<file path="config.mk">
export PLATFORM = sky130hd
export DESIGN_NAME = pll_recal_seq
export DESIGN_NICKNAME = d
export VERILOG_FILES = /design/src/rtl/prs_pkg.sv /design/src/rtl/prs_rst_sync.sv /design/src/rtl/prs_avmm_xact.sv /design/src/rtl/prs_gap_timer.sv /design/src/rtl/prs_poll_limit.sv /design/src/rtl/pll_recal_seq.sv
export SDC_FILE = /design/constraint.sdc
export NUM_CORES = 1
export LEC_CHECK = 0
export BUFFER_PORTS_ARGS = -buffer_cell sky130_fd_sc_hd__buf_2
export CAP_MARGIN = 10
export CELL_PAD_IN_SITES_DETAIL_PLACEMENT = 0
export CELL_PAD_IN_SITES_GLOBAL_PLACEMENT = 1
export CORE_MARGIN = 4
export CORE_UTILIZATION = 42
export DETAILED_ROUTE_END_ITERATION = 16
export PLACE_DENSITY_LB_ADDON = 0.1
export SETUP_SLACK_MARGIN = 0.05
export SLEW_MARGIN = 0
export SYNTH_ARGS = -nofsm -noshare
export SYNTH_HDL_FRONTEND = slang
export SYNTH_SLANG_ARGS = --single-unit
</file>
<file path="constraint.sdc">
create_clock -name clk -period 3.1 [get_ports clk]
set_input_delay 0.155 -clock clk [delete_from_list [all_inputs] [get_ports clk]]
set_output_delay 0.155 -clock clk [all_outputs]
set_load 0.01 [all_outputs]
</file>
<file path="src/rtl/prs_pkg.sv">
package prs_pkg;

  // Fixed register map of the reconfiguration space
  localparam logic [11:0] CTRL_OFS     = 12'h000;
  localparam logic [11:0] PLL_CFG_OFS  = 12'h100;
  localparam logic [11:0] STATUS_OFS   = 12'h280;

  // Bit positions the calibration controller decodes
  localparam int GRANT_BUSY_BIT = 2;
  localparam int CAL_BUSY_BIT   = 1;
  localparam int INT_CAL_BIT    = 0;
  localparam int FRAC_CAL_BIT   = 1;

  // Ownership codes written into the control byte
  localparam logic [7:0] OWN_REQ_CODE = 8'h02;
  localparam logic [7:0] OWN_REL_CODE = 8'h01;

  typedef enum logic [3:0] {
    S_IDLE,
    S_REQ_BUS,
    S_GRANT_RD,
    S_GRANT_GAP,
    S_RMW_RD,
    S_RMW_WR,
    S_REL_BUS,
    S_CAL_GAP,
    S_CAL_RD
  } seq_state_e;

  typedef enum logic [1:0] {
    X_IDLE,
    X_CMD,
    X_DATA
  } xact_state_e;

endpackage

</file>
<file path="src/rtl/prs_rst_sync.sv">
module prs_rst_sync #(
  parameter int STAGES = 2
) (
  input  logic clk,
  input  logic rst_n_in,
  output logic rst_n_out
);

  logic [STAGES-1:0] sync_q;

  always_ff @(posedge clk or negedge rst_n_in) begin
    if (!rst_n_in) begin
      sync_q <= '0;
    end else begin
      sync_q <= {sync_q[STAGES-2:0], 1'b1};
    end
  end

  assign rst_n_out = sync_q[STAGES-1];

endmodule

</file>
<file path="src/rtl/prs_avmm_xact.sv">
// Single-transaction bus engine: latches one command, holds it through
// stalls, and reports completion on acceptance (write) or valid data (read).
module prs_avmm_xact
  import prs_pkg::*;
#(
  parameter int ADDR_W = 10,
  parameter int DATA_W = 32,
  parameter int BE_W   = DATA_W / 8
) (
  input  logic              clk,
  input  logic              rst_n,
  input  logic              req_rd,
  input  logic              req_wr,
  input  logic [ADDR_W-1:0] req_addr,
  input  logic [DATA_W-1:0] req_wdata,
  input  logic [BE_W-1:0]   req_be,
  output logic              ack,
  output logic [DATA_W-1:0] rsp_data,
  output logic [ADDR_W-1:0] avm_address,
  output logic              avm_read,
  output logic              avm_write,
  output logic [DATA_W-1:0] avm_writedata,
  output logic [BE_W-1:0]   avm_byteenable,
  input  logic              avm_waitrequest,
  input  logic [DATA_W-1:0] avm_readdata,
  input  logic              avm_readdatavalid
);

  xact_state_e       state_q, state_d;
  logic              is_rd_q;
  logic [ADDR_W-1:0] addr_q;
  logic [DATA_W-1:0] wdata_q;
  logic [BE_W-1:0]   be_q;
  logic              cap_en;

  assign cap_en = (state_q == X_IDLE) && (req_rd || req_wr);

  always_comb begin
    state_d = state_q;
    ack     = 1'b0;
    unique case (state_q)
      X_IDLE: begin
        if (req_rd || req_wr) state_d = X_CMD;
      end
      X_CMD: begin
        if (!avm_waitrequest) begin
          if (is_rd_q) begin
            state_d = X_DATA;
          end else begin
            state_d = X_IDLE;
            ack     = 1'b1;
          end
        end
      end
      X_DATA: begin
        if (avm_readdatavalid) begin
          state_d = X_IDLE;
          ack     = 1'b1;
        end
      end
      default: state_d = X_IDLE;
    endcase
  end

  always_ff @(posedge clk or negedge rst_n) begin
    if (!rst_n) begin
      state_q <= X_IDLE;
    end else begin
      state_q <= state_d;
    end
  end

  always_ff @(posedge clk or negedge rst_n) begin
    if (!rst_n) begin
      is_rd_q <= 1'b0;
      addr_q  <= '0;
      wdata_q <= '0;
      be_q    <= '0;
    end else if (cap_en) begin
      is_rd_q <= req_rd;
      addr_q  <= req_addr;
      wdata_q <= req_wdata;
      be_q    <= req_be;
    end
  end

  assign avm_address    = addr_q;
  assign avm_writedata  = wdata_q;
  assign avm_byteenable = be_q;
  assign avm_read       = (state_q == X_CMD) && is_rd_q;
  assign avm_write      = (state_q == X_CMD) && !is_rd_q;
  assign rsp_data       = avm_readdata;

endmodule

</file>
<file path="src/rtl/prs_gap_timer.sv">
module prs_gap_timer #(
  parameter int GAP = 16
) (
  input  logic clk,
  input  logic rst_n,
  input  logic load,
  output logic expired
);

  localparam int CNT_W = (GAP > 1) ? $clog2(GAP) : 1;

  logic [CNT_W-1:0] cnt_q;

  always_ff @(posedge clk or negedge rst_n) begin
    if (!rst_n) begin
      cnt_q <= '0;
    end else if (load) begin
      cnt_q <= CNT_W'(GAP - 1);
    end else if (cnt_q != '0) begin
      cnt_q <= cnt_q - 1'b1;
    end
  end

  assign expired = (cnt_q == '0);

endmodule

</file>
<file path="src/rtl/prs_poll_limit.sv">
module prs_poll_limit #(
  parameter int LIMIT = 1024
) (
  input  logic clk,
  input  logic rst_n,
  input  logic clr,
  input  logic bump,
  output logic at_limit
);

  localparam int CW = (LIMIT > 1) ? $clog2(LIMIT) : 1;

  logic [CW-1:0] cnt_q;

  always_ff @(posedge clk or negedge rst_n) begin
    if (!rst_n) begin
      cnt_q <= '0;
    end else if (clr) begin
      cnt_q <= '0;
    end else if (bump) begin
      cnt_q <= cnt_q + 1'b1;
    end
  end

  assign at_limit = (cnt_q == CW'(LIMIT - 1));

endmodule

</file>
<file path="src/rtl/pll_recal_seq.sv">
module pll_recal_seq
  import prs_pkg::*;
#(
  parameter int ADDR_W    = 10,
  parameter int DATA_W    = 32,
  parameter int POLL_GAP  = 16,
  parameter int MAX_POLLS = 1024
) (
  input  logic                  clk,
  input  logic                  rst_n,
  input  logic                  start,
  input  logic                  pll_frac,
  input  logic                  busy_src_ext,
  input  logic                  cal_busy_in,
  output logic [ADDR_W-1:0]     avm_address,
  output logic                  avm_read,
  output logic                  avm_write,
  output logic [DATA_W-1:0]     avm_writedata,
  output logic [DATA_W/8-1:0]   avm_byteenable,
  input  logic                  avm_waitrequest,
  input  logic [DATA_W-1:0]     avm_readdata,
  input  logic                  avm_readdatavalid,
  output logic                  busy,
  output logic                  done,
  output logic                  timeout_err
);

  localparam int BE_W = DATA_W / 8;
  localparam logic [BE_W-1:0] LANE0    = BE_W'(1);
  localparam logic [BE_W-1:0] ALL_LANE = '1;

  logic              rst_sync_n;
  seq_state_e        state_q, state_d;
  logic              frac_q, ext_q;
  logic [DATA_W-1:0] rmw_q;
  logic              done_q, err_q;

  logic              req_rd, req_wr, ack;
  logic [ADDR_W-1:0] req_addr;
  logic [DATA_W-1:0] req_wdata, rsp_data, cal_mask;
  logic [BE_W-1:0]   req_be;
  logic              gap_load, gap_expired;
  logic              poll_clr, poll_bump, poll_at_limit;
  logic              fin_ok, fin_err, rmw_cap, latch_cfg;

  prs_rst_sync #(.STAGES(2)) u_rst_sync (
    .clk       (clk),
    .rst_n_in  (rst_n),
    .rst_n_out (rst_sync_n)
  );

  prs_avmm_xact #(.ADDR_W(ADDR_W), .DATA_W(DATA_W), .BE_W(BE_W)) u_xact (
    .clk               (clk),
    .rst_n             (rst_sync_n),
    .req_rd            (req_rd),
    .req_wr            (req_wr),
    .req_addr          (req_addr),
    .req_wdata         (req_wdata),
    .req_be            (req_be),
    .ack               (ack),
    .rsp_data          (rsp_data),
    .avm_address       (avm_address),
    .avm_read          (avm_read),
    .avm_write         (avm_write),
    .avm_writedata     (avm_writedata),
    .avm_byteenable    (avm_byteenable),
    .avm_waitrequest   (avm_waitrequest),
    .avm_readdata      (avm_readdata),
    .avm_readdatavalid (avm_readdatavalid)
  );

  prs_gap_timer #(.GAP(POLL_GAP)) u_gap (
    .clk     (clk),
    .rst_n   (rst_sync_n),
    .load    (gap_load),
    .expired (gap_expired)
  );

  prs_poll_limit #(.LIMIT(MAX_POLLS)) u_limit (
    .clk      (clk),
    .rst_n    (rst_sync_n),
    .clr      (poll_clr),
    .bump     (poll_bump),
    .at_limit (poll_at_limit)
  );

  assign cal_mask = DATA_W'(1) << (frac_q ? FRAC_CAL_BIT : INT_CAL_BIT);

  // Next-state and command decode
  always_comb begin
    state_d   = state_q;
    req_rd    = 1'b0;
    req_wr    = 1'b0;
    req_addr  = '0;
    req_wdata = '0;
    req_be    = ALL_LANE;
    gap_load  = 1'b0;
    poll_clr  = 1'b0;
    poll_bump = 1'b0;
    fin_ok    = 1'b0;
    fin_err   = 1'b0;
    rmw_cap   = 1'b0;
    latch_cfg = 1'b0;
    unique case (state_q)
      S_IDLE: begin
        if (start) begin
          latch_cfg = 1'b1;
          poll_clr  = 1'b1;
          state_d   = S_REQ_BUS;
        end
      end
      S_REQ_BUS: begin
        req_wr    = 1'b1;
        req_addr  = ADDR_W'(CTRL_OFS);
        req_wdata = DATA_W'(OWN_REQ_CODE);
        req_be    = LANE0;
        if (ack) state_d = S_GRANT_RD;
      end
      S_GRANT_RD: begin
        req_rd   = 1'b1;
        req_addr = ADDR_W'(STATUS_OFS);
        if (ack) begin
          if (!rsp_data[GRANT_BUSY_BIT]) begin
            state_d = S_RMW_RD;
          end else if (poll_at_limit) begin
            fin_err = 1'b1;
            state_d = S_IDLE;
          end else begin
            poll_bump = 1'b1;
            gap_load  = 1'b1;
            state_d   = S_GRANT_GAP;
          end
        end
      end
      S_GRANT_GAP: begin
        if (gap_expired) state_d = S_GRANT_RD;
      end
      S_RMW_RD: begin
        req_rd   = 1'b1;
        req_addr = ADDR_W'(PLL_CFG_OFS);
        if (ack) begin
          rmw_cap = 1'b1;
          state_d = S_RMW_WR;
        end
      end
      S_RMW_WR: begin
        req_wr    = 1'b1;
        req_addr  = ADDR_W'(PLL_CFG_OFS);
        req_wdata = rmw_q;
        if (ack) state_d = S_REL_BUS;
      end
      S_REL_BUS: begin
        req_wr    = 1'b1;
        req_addr  = ADDR_W'(CTRL_OFS);
        req_wdata = DATA_W'(OWN_REL_CODE);
        req_be    = LANE0;
        if (ack) begin
          poll_clr = 1'b1;
          gap_load = 1'b1;
          state_d  = S_CAL_GAP;
        end
      end
      S_CAL_GAP: begin
        if (gap_expired) begin
          if (!ext_q) begin
            state_d = S_CAL_RD;
          end else if (!cal_busy_in) begin
            fin_ok  = 1'b1;
            state_d = S_IDLE;
          end else if (poll_at_limit) begin
            fin_err = 1'b1;
            state_d = S_IDLE;
          end else begin
            poll_bump = 1'b1;
            gap_load  = 1'b1;
          end
        end
      end
      S_CAL_RD: begin
        req_rd   = 1'b1;
        req_addr = ADDR_W'(STATUS_OFS);
        if (ack) begin
          if (!rsp_data[CAL_BUSY_BIT]) begin
            fin_ok  = 1'b1;
            state_d = S_IDLE;
          end else if (poll_at_limit) begin
            fin_err = 1'b1;
            state_d = S_IDLE;
          end else begin
            poll_bump = 1'b1;
            gap_load  = 1'b1;
            state_d   = S_CAL_GAP;
          end
        end
      end
      default: state_d = S_IDLE;
    endcase
  end

  // Registers
  always_ff @(posedge clk or negedge rst_sync_n) begin
    if (!rst_sync_n) begin
      state_q <= S_IDLE;
      done_q  <= 1'b0;
    end else begin
      state_q <= state_d;
      done_q  <= fin_ok;
    end
  end

  always_ff @(posedge clk or negedge rst_sync_n) begin
    if (!rst_sync_n) begin
      frac_q <= 1'b0;
      ext_q  <= 1'b0;
    end else if (latch_cfg) begin
      frac_q <= pll_frac;
      ext_q  <= busy_src_ext;
    end
  end

  always_ff @(posedge clk or negedge rst_sync_n) begin
    if (!rst_sync_n) begin
      rmw_q <= '0;
    end else if (rmw_cap) begin
      rmw_q <= rsp_data | cal_mask;
    end
  end

  always_ff @(posedge clk or negedge rst_sync_n) begin
    if (!rst_sync_n) begin
      err_q <= 1'b0;
    end else if (latch_cfg) begin
      err_q <= 1'b0;
    end else if (fin_err) begin
      err_q <= 1'b1;
    end
  end

  assign busy        = (state_q != S_IDLE);
  assign done        = done_q;
  assign timeout_err = err_q;

endmodule

</file>
==> impl_metrics.csv <==
group,metric,value,unit
global_route,grt-ovfl-total,0,
critical_path,critPathRequiredTime,3.34,ns
critical_path,crit_fanout,34,
synth,syn_area,4490,µm²
finish,final.fill_count,992,
power,p_leak,2.49,nW
finish,final_cell_mix,"94 x dfrtp_1, 86 x nand2_1, 83 x buf_2",
placed_design,place_congestion,0.863,
timing,finalSetupTns,0,ns
finish,final_common_cell,"dfrtp_1",
floorplan,core_area,10400,µm²
detailed_routing,via_count,3343,
run_status,status,"finished, final reports clean",
detailed_routing,postRouteAntennaNets,0,
timing,tightest_slew,0.634,ns
critical_path,cp_cell_sequence,"inv_1 > ha_1 > nand3_1 > and2_1 > nor3_4 > buf_4 > mux2_2",
job,maxCapViolCount,0,
synth,ys.flop_type,"dfrtp_1",
clock_network,htree_num_levels,3,
floorplan,io_pins,91,
min_path,hold_class,"input port to register",
clock_network,cts_buffer_depth,2,
placed_design,detailed_place_hpwl,6670,µm
global_route,antenna_found_initial,0,
critical_path,cp_num_buf_inv,2,
critical_path,rr_startpoint,"u_xact.state_q[0]$_DFFE_PN0P_",
power,power_density,814,nW/µm²
global_route,track_usage,16.6,%
detailed_routing,drt_iter0_drc,187,
synth,yosysWarnings,0,
detailed_routing,finalWirelength,9800,µm
floorplan,die_w,111,µm
clock_network,cts_buffers,9,
clock_network,cts-resized-gates,0,
finish,final_nets,557,
global_route,grt_max_degree,86,
synth,synth_seq_area_share,52.9,%
synth,async_flop_share,100,%
synth,synth-edff-count,0,
critical_path,cp_top_family,"simple AND/OR/NAND/NOR gates",
synth,avgSynthCellArea,10.4,µm²
clock_network,cts.sink_count,95,
critical_path,slowest_delay,0.43,ns
global_route,grt_pass1_vias,3378,
timing,fin_crit,2.36,ns
floorplan,initial_core_util,43.3,%
critical_path,crit_path_start,"u_xact.state_q[0]$_DFFE_PN0P_",
critical_path,slowest_stage,"buf_4",
critical_path,critical_path_arrival,2.61,ns
timing,clock-skew-final,0.0128,ns
finish,area_growth_syn_to_layout,17.7,%
synth,synth.distinct_cells,65,
critical_path,crit_path_start_kind,"register",
detailed_routing,drc_errors,0,
timing,worst_slack,0.735,ns
floorplan,rows,37,
clock_network,clk_pin_slew,0.09,ns
floorplan,die_height,111,µm
min_path,hold_start,"avm_readdata[8]",
placed_design,place_ws,0.731,ns
floorplan,die-area,12400,µm²
finish,layout-drive-gt1-share,29.8,%
timing,rsz0062_at_grt,"no",
clock_network,post_cts_buffers,0,
synth,postSynthCellCount,432,
detailed_routing,post_drt_wl_per_cell,15.0,µm
placed_design,numPortBuffers,83,
timing,relSlewSlack,57.7,%
critical_path,end_kind,"register",
power,peakVddDrop,374,µV
clock_network,cts-root-buf,"clkbuf_8",
synth,synth_seq_cells,95,
detailed_routing,drt_pre_antenna_iters,4,
clock_network,clk_latency,0.36,ns
finish,fin_cells,652,
timing,slew_violations,0,
timing,period_share,76.3,%
global_route,grt_pass1_wl,16900,µm
placed_design,dp.cells,629,
timing,max_freq,0.423,GHz
timing,hold_viol_final,0,
critical_path,worstSetupPathType,"register to register",
detailed_routing,vias_per_cell,5.13,
clock_network,cts_tree,"done",
timing,setup_viol,0,
finish,antennaDiodeCount,0,
-- path summary, 6_finish.rpt --
path	endpoint	slack, ns	depth (start not counted)
setup / recovery	rmw_q[31]$_DFFE_PN0P_	0.74	7
hold / removal	rmw_q[8]$_DFFE_PN0P_	0.03	2
setup reg to reg	rmw_q[31]$_DFFE_PN0P_	0.74	7
hold reg to reg	u_limit.cnt_q[5]$_DFFE_PN0P_	0.14	0
max in group asynchronous	rmw_q[14]$_DFFE_PN0P_	2.25	1
min in group asynchronous	u_rst_sync.sync_q[1]$_DFF_PN0_	0.09	2
-- Yosys cell counts, types with 3 or more instances --
library cell | number | area, µm²
inv_1 | 13 | 48.8
ha_1 | 6 | 75.1
o21ai_0 | 45 | 225
a31oi_1 | 6 | 37.5
a21oi_1 | 10 | 50.1
a221oi_1 | 3 | 26.3
nor2_1 | 16 | 60.1
nand3_1 | 7 | 35.0
dfrtp_1 | 95 | 2380
and2_1 | 4 | 25.0
buf_4 | 12 | 90.1
nand2_1 | 86 | 323
mux2_2 | 33 | 372
nand4_1 | 3 | 18.8
or3_1 | 3 | 18.8
xnor2_1 | 5 | 43.8
clkbuf_1 | 14 | 52.6
nor3_1 | 3 | 15.0
buf_2 | 7 | 35.0
o211ai_1 | 4 | 30.0
nand2b_1 | 3 | 18.8
-- report_power, final --
part / switching, mW / internal [mW] / total (mW)
Clock: 0.436 / 0.441 / 0.877
Combinational: 0.865 / 0.662 / 1.53
Sequential: 0.301 / 1.60 / 1.90
Total: 1.60 / 2.70 / 4.30
-- cell families after synthesis --
family	Yosys count	share of synthesized area (%)
simple gates	146	16.5
flops	95	52.9
compound gates	94	13.3
buf+inv	48	5.54
mux	36	8.96
fa+ha+maj	6	1.67
xor+xnor	5	0.974
other cells	2	0.167
-- metal layers --
metal  up-vias  part of all wire (%)  global-route usage [%]
li1       1646                     -                       -
met1      1615                    47                    22.3
met2        68                    46                    26.2
met3        14                   4.9                    3.64
met4         0                   1.9                    6.49
met5         -                     0                       0
-- state kept, by name, indices dropped and copies added (netlist names) --
name                   cells
timeout_err                1
rmw_q                     32
u_limit.cnt_q             10
u_gap.cnt_q                4
u_xact.state_q             2
u_rst_sync.sync_q          2
state_q                    4
done                       1
ext_q                      1
u_xact.avm_byteenable      2
u_xact.is_rd_q             1
u_xact.avm_writedata      32
frac_q                     1
u_xact.avm_address         2
-- final cells by class --
type | instances | area (µm²) | share of cell area (%)
clock buffers | 12 | 165 | 3.12
clock inverters | 4 | 51.3 | 0.970
inverters | 13 | 48.8 | 0.923
multi-input cells | 295 | 1910 | 36.1
flip-flops and latches | 95 | 2380 | 45.0
well taps | 136 | 170 | 3.22
repair buffers | 97 | 563 | 10.6
-- repair_timing --
item                                   in CTS  in global routing
setup endpoints to repair                   0                  0
endpoints found under the hold margin       6                  2
hold buffers                                5                  2
-- metrics by stage --
stage / hold slack, ns / util, % / total power, mW / instance area [µm²]
after floorplan: -0.141 / - / 3.03 / 4520
after global placement: -0.0584 / 48.2 / 3.44 / 5000
after detailed placement: -0.0567 / 48.2 / 3.46 / 5000
after CTS: 0.000774 / 50.8 / 4.35 / 5270
after global routing: 0.00234 / 51.0 / 4.64 / 5290
final: 0.0265 / 51.0 / 4.30 / 5290
(Power assumes the default switching activity.)
